### src/rtl/smbus_ara_pkg.sv
package smbus_ara_pkg;
  localparam int unsigned ARA_ADDR_W = 7;
  localparam int unsigned ARA_BYTE_W = ARA_ADDR_W + 1;
  localparam logic [ARA_ADDR_W-1:0] ARA_ADDR = 7'b0001100;
  localparam logic [ARA_BYTE_W-1:0] ARA_RD_BYTE = {ARA_ADDR, 1'b1};

  typedef enum logic [2:0] {
    ST_IDLE,
    ST_ADDR,
    ST_ACK,
    ST_SEND,
    ST_HOLD
  } ara_state_t;
endpackage

### src/rtl/smbus_ara_cond.sv
module smbus_ara_cond (
  input  logic clk,
  input  logic rst_n,
  input  logic scl,
  input  logic sda,
  output logic scl_rise,
  output logic scl_fall,
  output logic start_det,
  output logic stop_det
);
  logic scl_q, sda_q;

  always_ff @(posedge clk or negedge rst_n) begin
    if (!rst_n) begin
      scl_q <= 1'b1;
      sda_q <= 1'b1;
    end else begin
      scl_q <= scl;
      sda_q <= sda;
    end
  end

  assign scl_rise  = scl & ~scl_q;
  assign scl_fall  = ~scl & scl_q;
  assign start_det = scl & scl_q & sda_q & ~sda;
  assign stop_det  = scl & scl_q & ~sda_q & sda;
endmodule

### src/rtl/smbus_ara_engine.sv
module smbus_ara_engine
  import smbus_ara_pkg::*;
(
  input  logic                  clk,
  input  logic                  rst_n,
  input  logic                  scl_rise,
  input  logic                  scl_fall,
  input  logic                  start_det,
  input  logic                  stop_det,
  input  logic                  sda,
  input  logic                  alert_pending,
  input  logic [ARA_BYTE_W-1:0] tx_byte,
  output logic                  sda_pull,
  output logic                  resp_start,
  output logic                  won,
  output logic                  lost
);
  localparam int unsigned CW = $clog2(ARA_BYTE_W + 1);
  localparam logic [CW-1:0] LAST = CW'(ARA_BYTE_W);

  ara_state_t            state;
  logic [CW-1:0]         cnt;
  logic [ARA_BYTE_W-1:0] rx_sh;
  logic [ARA_BYTE_W-1:0] tx_sh;
  logic                  matched;
  logic [ARA_BYTE_W-1:0] rx_next;

  assign rx_next = {rx_sh[ARA_BYTE_W-2:0], sda};

  always_ff @(posedge clk or negedge rst_n) begin
    if (!rst_n) begin
      state      <= ST_IDLE;
      cnt        <= '0;
      rx_sh      <= '0;
      tx_sh      <= '0;
      matched    <= 1'b0;
      sda_pull   <= 1'b0;
      resp_start <= 1'b0;
      won        <= 1'b0;
      lost       <= 1'b0;
    end else begin
      resp_start <= 1'b0;
      won        <= 1'b0;
      if (start_det) begin
        state    <= ST_ADDR;
        cnt      <= '0;
        matched  <= 1'b0;
        sda_pull <= 1'b0;
        lost     <= 1'b0;
      end else if (stop_det) begin
        state    <= ST_IDLE;
        sda_pull <= 1'b0;
        lost     <= 1'b0;
      end else begin
        unique case (state)
          ST_ADDR: begin
            if (scl_rise && cnt != LAST) begin
              rx_sh <= rx_next;
              cnt   <= cnt + 1'b1;
              if (cnt == LAST - 1'b1)
                matched <= (rx_next == ARA_RD_BYTE) && alert_pending;
            end else if (scl_fall && cnt == LAST) begin
              if (matched) begin
                state      <= ST_ACK;
                sda_pull   <= 1'b1;
                resp_start <= 1'b1;
              end else begin
                state <= ST_HOLD;
              end
            end
          end
          ST_ACK: begin
            if (scl_fall) begin
              state    <= ST_SEND;
              cnt      <= '0;
              sda_pull <= ~tx_byte[ARA_BYTE_W-1];
              tx_sh    <= {tx_byte[ARA_BYTE_W-2:0], 1'b0};
            end
          end
          ST_SEND: begin
            if (scl_rise) begin
              cnt <= cnt + 1'b1;
              if (!sda_pull && !sda) begin
                lost  <= 1'b1;
                state <= ST_HOLD;
              end
            end else if (scl_fall) begin
              if (cnt == LAST) begin
                won      <= 1'b1;
                sda_pull <= 1'b0;
                state    <= ST_HOLD;
              end else begin
                sda_pull <= ~tx_sh[ARA_BYTE_W-1];
                tx_sh    <= {tx_sh[ARA_BYTE_W-2:0], 1'b0};
              end
            end
          end
          default: sda_pull <= 1'b0;
        endcase
      end
    end
  end
endmodule

### src/rtl/smbus_ara_alert.sv
module smbus_ara_alert (
  input  logic clk,
  input  logic rst_n,
  input  logic alert_req,
  input  logic resp_start,
  input  logic won,
  input  logic stop_det,
  output logic pending,
  output logic deferred,
  output logic resp_active
);
  logic defer_now;

  assign defer_now = alert_req && (resp_active || resp_start);

  always_ff @(posedge clk or negedge rst_n) begin
    if (!rst_n) begin
      pending     <= 1'b0;
      deferred    <= 1'b0;
      resp_active <= 1'b0;
    end else begin
      if (resp_start) resp_active <= 1'b1;
      if (won) pending <= 1'b0;
      if (alert_req && !defer_now) pending <= 1'b1;
      if (defer_now) deferred <= 1'b1;
      if (stop_det) begin
        resp_active <= 1'b0;
        deferred    <= 1'b0;
        if (deferred || defer_now) pending <= 1'b1;
      end
    end
  end
endmodule

### src/rtl/smbus_ara_slave.sv
module smbus_ara_slave
  import smbus_ara_pkg::*;
#(
  parameter logic EIGHTH_BIT = 1'b0
) (
  input  logic                  clk,
  input  logic                  rst_n,
  input  logic                  scl,
  input  logic                  sda,
  input  logic                  alert_req,
  input  logic [ARA_ADDR_W-1:0] dev_addr,
  output logic                  sda_pull,
  output logic                  alert_pull
);
  logic scl_rise, scl_fall, start_det, stop_det;
  logic resp_start, won, lost;
  logic pending, deferred, resp_active;
  logic [ARA_BYTE_W-1:0] tx_byte;

  assign tx_byte = {dev_addr, EIGHTH_BIT};

  smbus_ara_cond u_cond (
    .clk(clk), .rst_n(rst_n), .scl(scl), .sda(sda),
    .scl_rise(scl_rise), .scl_fall(scl_fall),
    .start_det(start_det), .stop_det(stop_det)
  );

  smbus_ara_engine u_eng (
    .clk(clk), .rst_n(rst_n), .scl_rise(scl_rise), .scl_fall(scl_fall),
    .start_det(start_det), .stop_det(stop_det), .sda(sda),
    .alert_pending(pending), .tx_byte(tx_byte), .sda_pull(sda_pull),
    .resp_start(resp_start), .won(won), .lost(lost)
  );

  smbus_ara_alert u_alert (
    .clk(clk), .rst_n(rst_n), .alert_req(alert_req),
    .resp_start(resp_start), .won(won), .stop_det(stop_det),
    .pending(pending), .deferred(deferred), .resp_active(resp_active)
  );

  assign alert_pull = pending;
endmodule

### config.mk
export PLATFORM = sky130hd
export DESIGN_NAME = smbus_ara_slave
export DESIGN_NICKNAME = d
export VERILOG_FILES = /design/src/rtl/smbus_ara_pkg.sv /design/src/rtl/smbus_ara_cond.sv /design/src/rtl/smbus_ara_engine.sv /design/src/rtl/smbus_ara_alert.sv /design/src/rtl/smbus_ara_slave.sv
export SDC_FILE = /design/constraint.sdc
export NUM_CORES = 1
export LEC_CHECK = 0
export ABC_AREA = 1
export BUFFER_PORTS_ARGS = -buffer_cell sky130_fd_sc_hd__buf_2
export CAP_MARGIN = 25
export CORE_MARGIN = 5
export CORE_UTILIZATION = 49
export CTS_CLUSTER_SIZE = 10
export DETAILED_ROUTE_END_ITERATION = 7
export HOLD_SLACK_MARGIN = 0.05
export PLACE_DENSITY = 0.76
export SLEW_MARGIN = 20
export SYNTH_ARGS = -nofsm -noshare
export SYNTH_HDL_FRONTEND = slang
export SYNTH_HIERARCHICAL = 1
export SYNTH_SLANG_ARGS = --single-unit
### constraint.sdc
create_clock -name clk -period 2.9 [get_ports clk]
set_clock_uncertainty 0.05 [all_clocks]
set_input_delay 0 -clock clk [delete_from_list [all_inputs] [get_ports clk]]
set_output_delay 0 -clock clk [all_outputs]
set_load 0.005 [all_outputs]
* Yosys cells after proc, flatten, opt, wreduce, memory -nomap -nowiden
Cells that the tools add are included.
** Word-level totals
- Latch bits :: 0
- Logic and storage cells :: 135
- Memories :: 0
- ROM bits :: 0
- Memory bits (writable) :: 0
- Bits in registers :: 31
** Cells by class
- Multiplexer cells :: 57
- Equal/unequal tests :: 24
- Add/subtract/negate cells :: 1
- Shift operators :: 0
- Magnitude comparators :: 0
- Div/mod/pow operators :: 0
- Bitwise operators :: 15
- Reduce and logical (&&, ||, !) cells :: 25
- Multiply operators :: 0
** Operators with widths (count)
- $mux 1 :: 34
- $mux 8 :: 4
- $mux 3 :: 10
- $mux 4 :: 5
- $ne 4x3->1 const B :: 4
- $pmux 8 s2 :: 1
- $reduce_and 7->1 :: 2
- $ne 4x4->1 const B :: 3
- $pmux 4 s3 :: 1
- $reduce_bool 2->1 :: 6
- $ne 5x3->1 const B :: 2
- $ne 3x2->1 const B :: 3
- $pmux 3 s3 :: 1
- $eq 8x5->1 const B :: 1
- $not 1->1 :: 8
- $reduce_and 4->1 :: 2
- $and 1x1->1 :: 7
- $eq 3x2->1 const B :: 2
- $logic_and 1x1->1 :: 6
- $ne 2x2->1 const B :: 3
- $reduce_and 6->1 :: 1
- $ne 5x5->1 const B :: 1
- $reduce_and 5->1 :: 1
- $reduce_bool 5->1 :: 1
- 9 further kinds :: 13

* Depth between registers and ports, before layout
- Depth after elaboration :: 8
- Gate-level depth with buffers :: 12
- Gate-level depth less buffers :: 12

* Cells and area by module
Netlist, hierarchy kept.
** By module, submodules not included
- smbus_ara_engine :: sequential area each 650.6 sq um, area an instance 1534.0 sq um, instances 1, cells an instance 217
- smbus_ara_alert :: sequential area each 75.1 sq um, area an instance 123.9 sq um, instances 1, cells an instance 14
- smbus_ara_cond :: sequential area each 52.6 sq um, area an instance 93.8 sq um, instances 1, cells an instance 13
- smbus_ara_slave :: sequential area each 0.0 sq um, area an instance 3.8 sq um, instances 1, cells an instance 1

* Worst setup path before layout
OpenSTA, ideal clock, no wires.
- Path type :: register to register
- Start :: reg u_cond.scl_q
- End :: reg u_eng.state[0]
- Path buffers :: 0
- Arrival :: 1.583 ns
- Slack :: 1.151 ns
- Setup time :: 0.117 ns
- Data required time :: 2.733 ns
- Cell stages (with the launch flop) :: 12
- Path through :: dfstp_2 nand2_1 nor2_1 inv_1 nand2_4 nor2_4 nand2_1 nand2_1 inv_2 nand2_4 nand2_1 nand2_1
** On the way
- Elaborated cells between the ends (all ways) :: 22
** RTL lines
- from (decl) :: RTL line smbus_ara_cond.sv:11 : logic scl_q, sda_q;
- from (signal assigned) :: RTL line smbus_ara_cond.sv:18 : scl_q <= scl;
- $and 1x1->1 * (3 in a row) :: RTL line smbus_ara_cond.sv:26 : assign stop_det = scl & scl_q & ~sda_q & sda;
- net stop_det :: RTL line smbus_ara_slave.sv:15 : logic scl_rise, scl_fall, start_det, stop_det;
- $ne 5x3->1 (no line), or another cell as far along
- $reduce_and 7->1 (no line) or $mux 3 (tied branches)
- to (signal assigned) :: RTL line smbus_ara_engine.sv:32 : state <= ST_IDLE;
- to (signal assigned) :: RTL line smbus_ara_engine.sv:45 : state <= ST_ADDR;
- to (signal assigned) :: RTL line smbus_ara_engine.sv:51 : state <= ST_IDLE;
- to (decl) :: RTL line smbus_ara_engine.sv:21 : ara_state_t state;
Mark *: on every way through the listed nets, which the timed path passes. The rest lies on a longest branch.
A chain may end at the register's enable or synchronous reset.

* Worst setup path after layout
- Start :: reg u_cond.scl_q
- End :: reg u_eng.sda_pull
** On the way
- Cells in the longest elaborated chain, start to end :: 5
- Elaborated cells between the ends (all ways) :: 19
** RTL lines
- $and 1x1->1 * (3 in a row) :: RTL line smbus_ara_cond.sv:25 : assign start_det = scl & scl_q & sda_q & ~sda;
- net start_det :: RTL line smbus_ara_slave.sv:15
- $ne 4x4->1 (no line) or $ne 4x3->1 (tied branches)
- $reduce_and 6->1 (no line)
- to (signal assigned) :: RTL line smbus_ara_engine.sv:76 : sda_pull <= ~tx_byte[ARA_BYTE_W-1];
- to (signal assigned) :: RTL line smbus_ara_engine.sv:93 : sda_pull <= ~tx_sh[ARA_BYTE_W-1];
- to (decl) :: RTL line smbus_ara_engine.sv:13 : output logic sda_pull,
Marked as above.

==> key figures <==
Placed design
  • DP HPWL: 2.51 mm
  • Place WS: roughly 0.8 ns
  • Port Buffers: 13
  • GP Congestion: 0.866
  • Dpl cells: roughly 300

Timing
  • Fin. Hold Viols: 0
  • Fin crit share: 72.7%
  • Min cycle time layout: about 2.1 ns
  • Slew Viols, Final: 0
  • Final WS setup: roughly 0.8 ns
  • Slew at the pin closest to its max-slew limit: between 0.6 and 0.7 ns
  • Max-slew headroom: between 50% and 60%
  • Fin Setup TNS: 0 ns
  • Fmax: 0.474 GHz
  • Final setup viols: 0
  • RSZ-0062 raised after global routing: false

Clock network
  • CTS sink cnt: 30
  • Maximum clock path buffer count: 2
  • Clock Pin Slew Worst Setup and Hold Paths: ~0.090 ns
  • H-tree depth: 2
  • Worst skew pair latency: 0.31 ns
  • Root Buffer: clkbuf_4
  • Num CTS Buffers: 5
  • Cts repair resizes: 0
  • TritonCTS clock tree: built

Worst setup path
  • FF-to-FF Start: u_cond/scl_q
  • Startpoint types: flip-flop
  • Required @ worst endpoint: 3.06 ns
  • Critical path launch point: u_cond/scl_q
  • Crit Path Category: reg2reg
  • Cells on worst reg2reg path: 9
  • Reg2reg end: u_eng/sda_pull
  • Crit path capture: u_eng/sda_pull
  • Worst EP arrival: 2.27 ns
  • Endpoint class of the critical path: flip-flop
  • Crit path max fanout: 13
  • R2R setup slack: about 0.8 ns

Hold path
  • Worst Hold Class: in2reg

Drt
  • Post-route antenna net violation count: 0
  • Post-Route WL: ~3.6 mm
  • Via/cell ratio: 4.85
  • Per-cell routed wire length: between 10 and 15 um
  • Vias: 1534
  • DRC viols: 0
  • First DRT Iteration DRCs: 150
  • Drt pass-1 iters: 4

Status
  • Status: finished, final reports clean

Cells and area
  • Antenna diodes: 0
  • Reg area: ~750 um^2
  • Final Net Count: approximately 280
  • Final std cells w/o fill: between 300 and 400
  • Area Growth Syn to Fin: 15.1%
  • Filler Cell Count: ~330
  • Layout cell share with drive strength beyond 1: between 10% and 20%
  • Multi-input gate area: 827 um^2
  • Finished Core Util: 58.7%

Die
  • Ports: 14
  • Die extent in x: 69.2 um
  • Core box area: 0.00336 mm^2
  • Full die area: 0.00478 mm^2
  • DIE HEIGHT: 69.2 um
  • Floorplan row count: 21
  • Initial Utilization: 51.0%

Pwr
  • Total power draw: 1.02 mW
  • Power Density: 515 mW/mm^2
  • Peak VDD IR: 0.212 mV
  • Leak: 1.06 nW

Synth
  • Syn nets: around 260
  • Yosys warning total: 6
  • Syn Std Cell Area: 0.00172 mm^2
  • Mapped Avg Cell Area: ~7.1 um^2
  • Synthesized instance count: 241

Global routing
  • Vias in the first global route: 1414
  • Overall Global Routing Usage: 16.3%
  • Initial antenna violation count: 0
  • GR Overflow Total: 0
  • Largest net degree at the start of global routing: 31
  • First-pass GRT wire length: between 6 and 7 mm

Run
  • Maxcap violations: 0
[area by class of cell]
class                      instances  share of cell area (%)
clock buffer                       7                    2.28
inverter                          31                    6.02
multi-input combinational        178                    41.9
sequential                        30                    38.1
tap                               46                    2.92
timing repair buffer              24                    8.75
[flip-flops by register name, summed over array words and instances, names as in the netlist]
| signal | cells |
|---|---|
| u_alert/pending | 1 |
| u_eng/rx_sh | 7 |
| u_alert/deferred | 1 |
| u_eng/won | 1 |
| u_eng/sda_pull | 1 |
| u_eng/resp_start | 1 |
| u_cond/scl_q | 1 |
| u_eng/state | 3 |
| u_eng/tx_sh | 7 |
| u_eng/matched | 1 |
| u_eng/cnt | 4 |
| u_cond/sda_q | 1 |
| u_alert/resp_active | 1 |
[worst max-delay path, stage by stage (launching register included)]
cell and delay, ns:
dfstp_2 0.55, nand2_1 0.07, nor2_1 0.38, inv_2 0.15, nand2_4 0.12, nor2_4 0.05
nand2_1 0.27, nand3_1 0.15, o21bai_1 0.16, nand2_1 0.06
[worst min-delay path by stage]
stage / startpoint / to / slack [ns] / cells after the start
6_report: dev_addr[6] / u_eng/sda_pull / 0.13 / 8
5_1_grt: dev_addr[6] / u_eng/sda_pull / 0.18 / 8
4_1_cts: dev_addr[6] / u_eng/sda_pull / 0.11 / 8
3_5_place_dp: rst_n / u_eng/cnt[0] / 0.02 / 1
3_3_place_gp: rst_n / u_eng/cnt[0] / 0.02 / 1
2_1_floorplan: rst_n / u_alert/deferred / -0.35 / 0
[what timing repair did]
| action | 4_1_cts | 5_1_grt |
|---|---|---|
| hold buffers | 10 | 0 |
| setup buffers | 0 | 0 |
| hold endpoints to repair | 39 | 0 |
[placed cells by master (no fill, tap or decap), types with 2 or more instances in the layout]
cell type / n
ha_1: 2
nor2_2: 6
nor2_1: 36
inv_1: 26
nor3_1: 2
dfstp_2: 2
nand2_1: 83
a21oi_1: 6
dfrtp_1: 28
clkbuf_4: 5
dlygate4sd3_1: 10
clkbuf_1: 2
buf_2: 13
o21ai_0: 9
inv_2: 4
nand3_1: 20
nand2_4: 4
[metrics by stage]
step	hold WS, ns	instance area (um^2)
5_1_grt	0.178	1970
3_3_place_gp	0.0172	1830
6_report	0.126	1970
3_5_place_dp	0.0220	1830
4_1_cts	0.114	1970
2_1_floorplan	-0.346	1720
[power by group]
group	switching (mW)	internal (mW)	total [mW]
clock	0.127	0.0912	0.218
combinational	0.138	0.0959	0.234
sequential	0.0616	0.503	0.565
[metal layers]
layer	GRT usage (%)	vias to the layer above	share of wire [%]
li1	-	796	-
met1	21.2	678	45
met2	25.3	52	47
met3	4.65	8	6.3
met4	6.72	0	1.9
met5	0	-	0
Power figures use the tool's default switching activity.
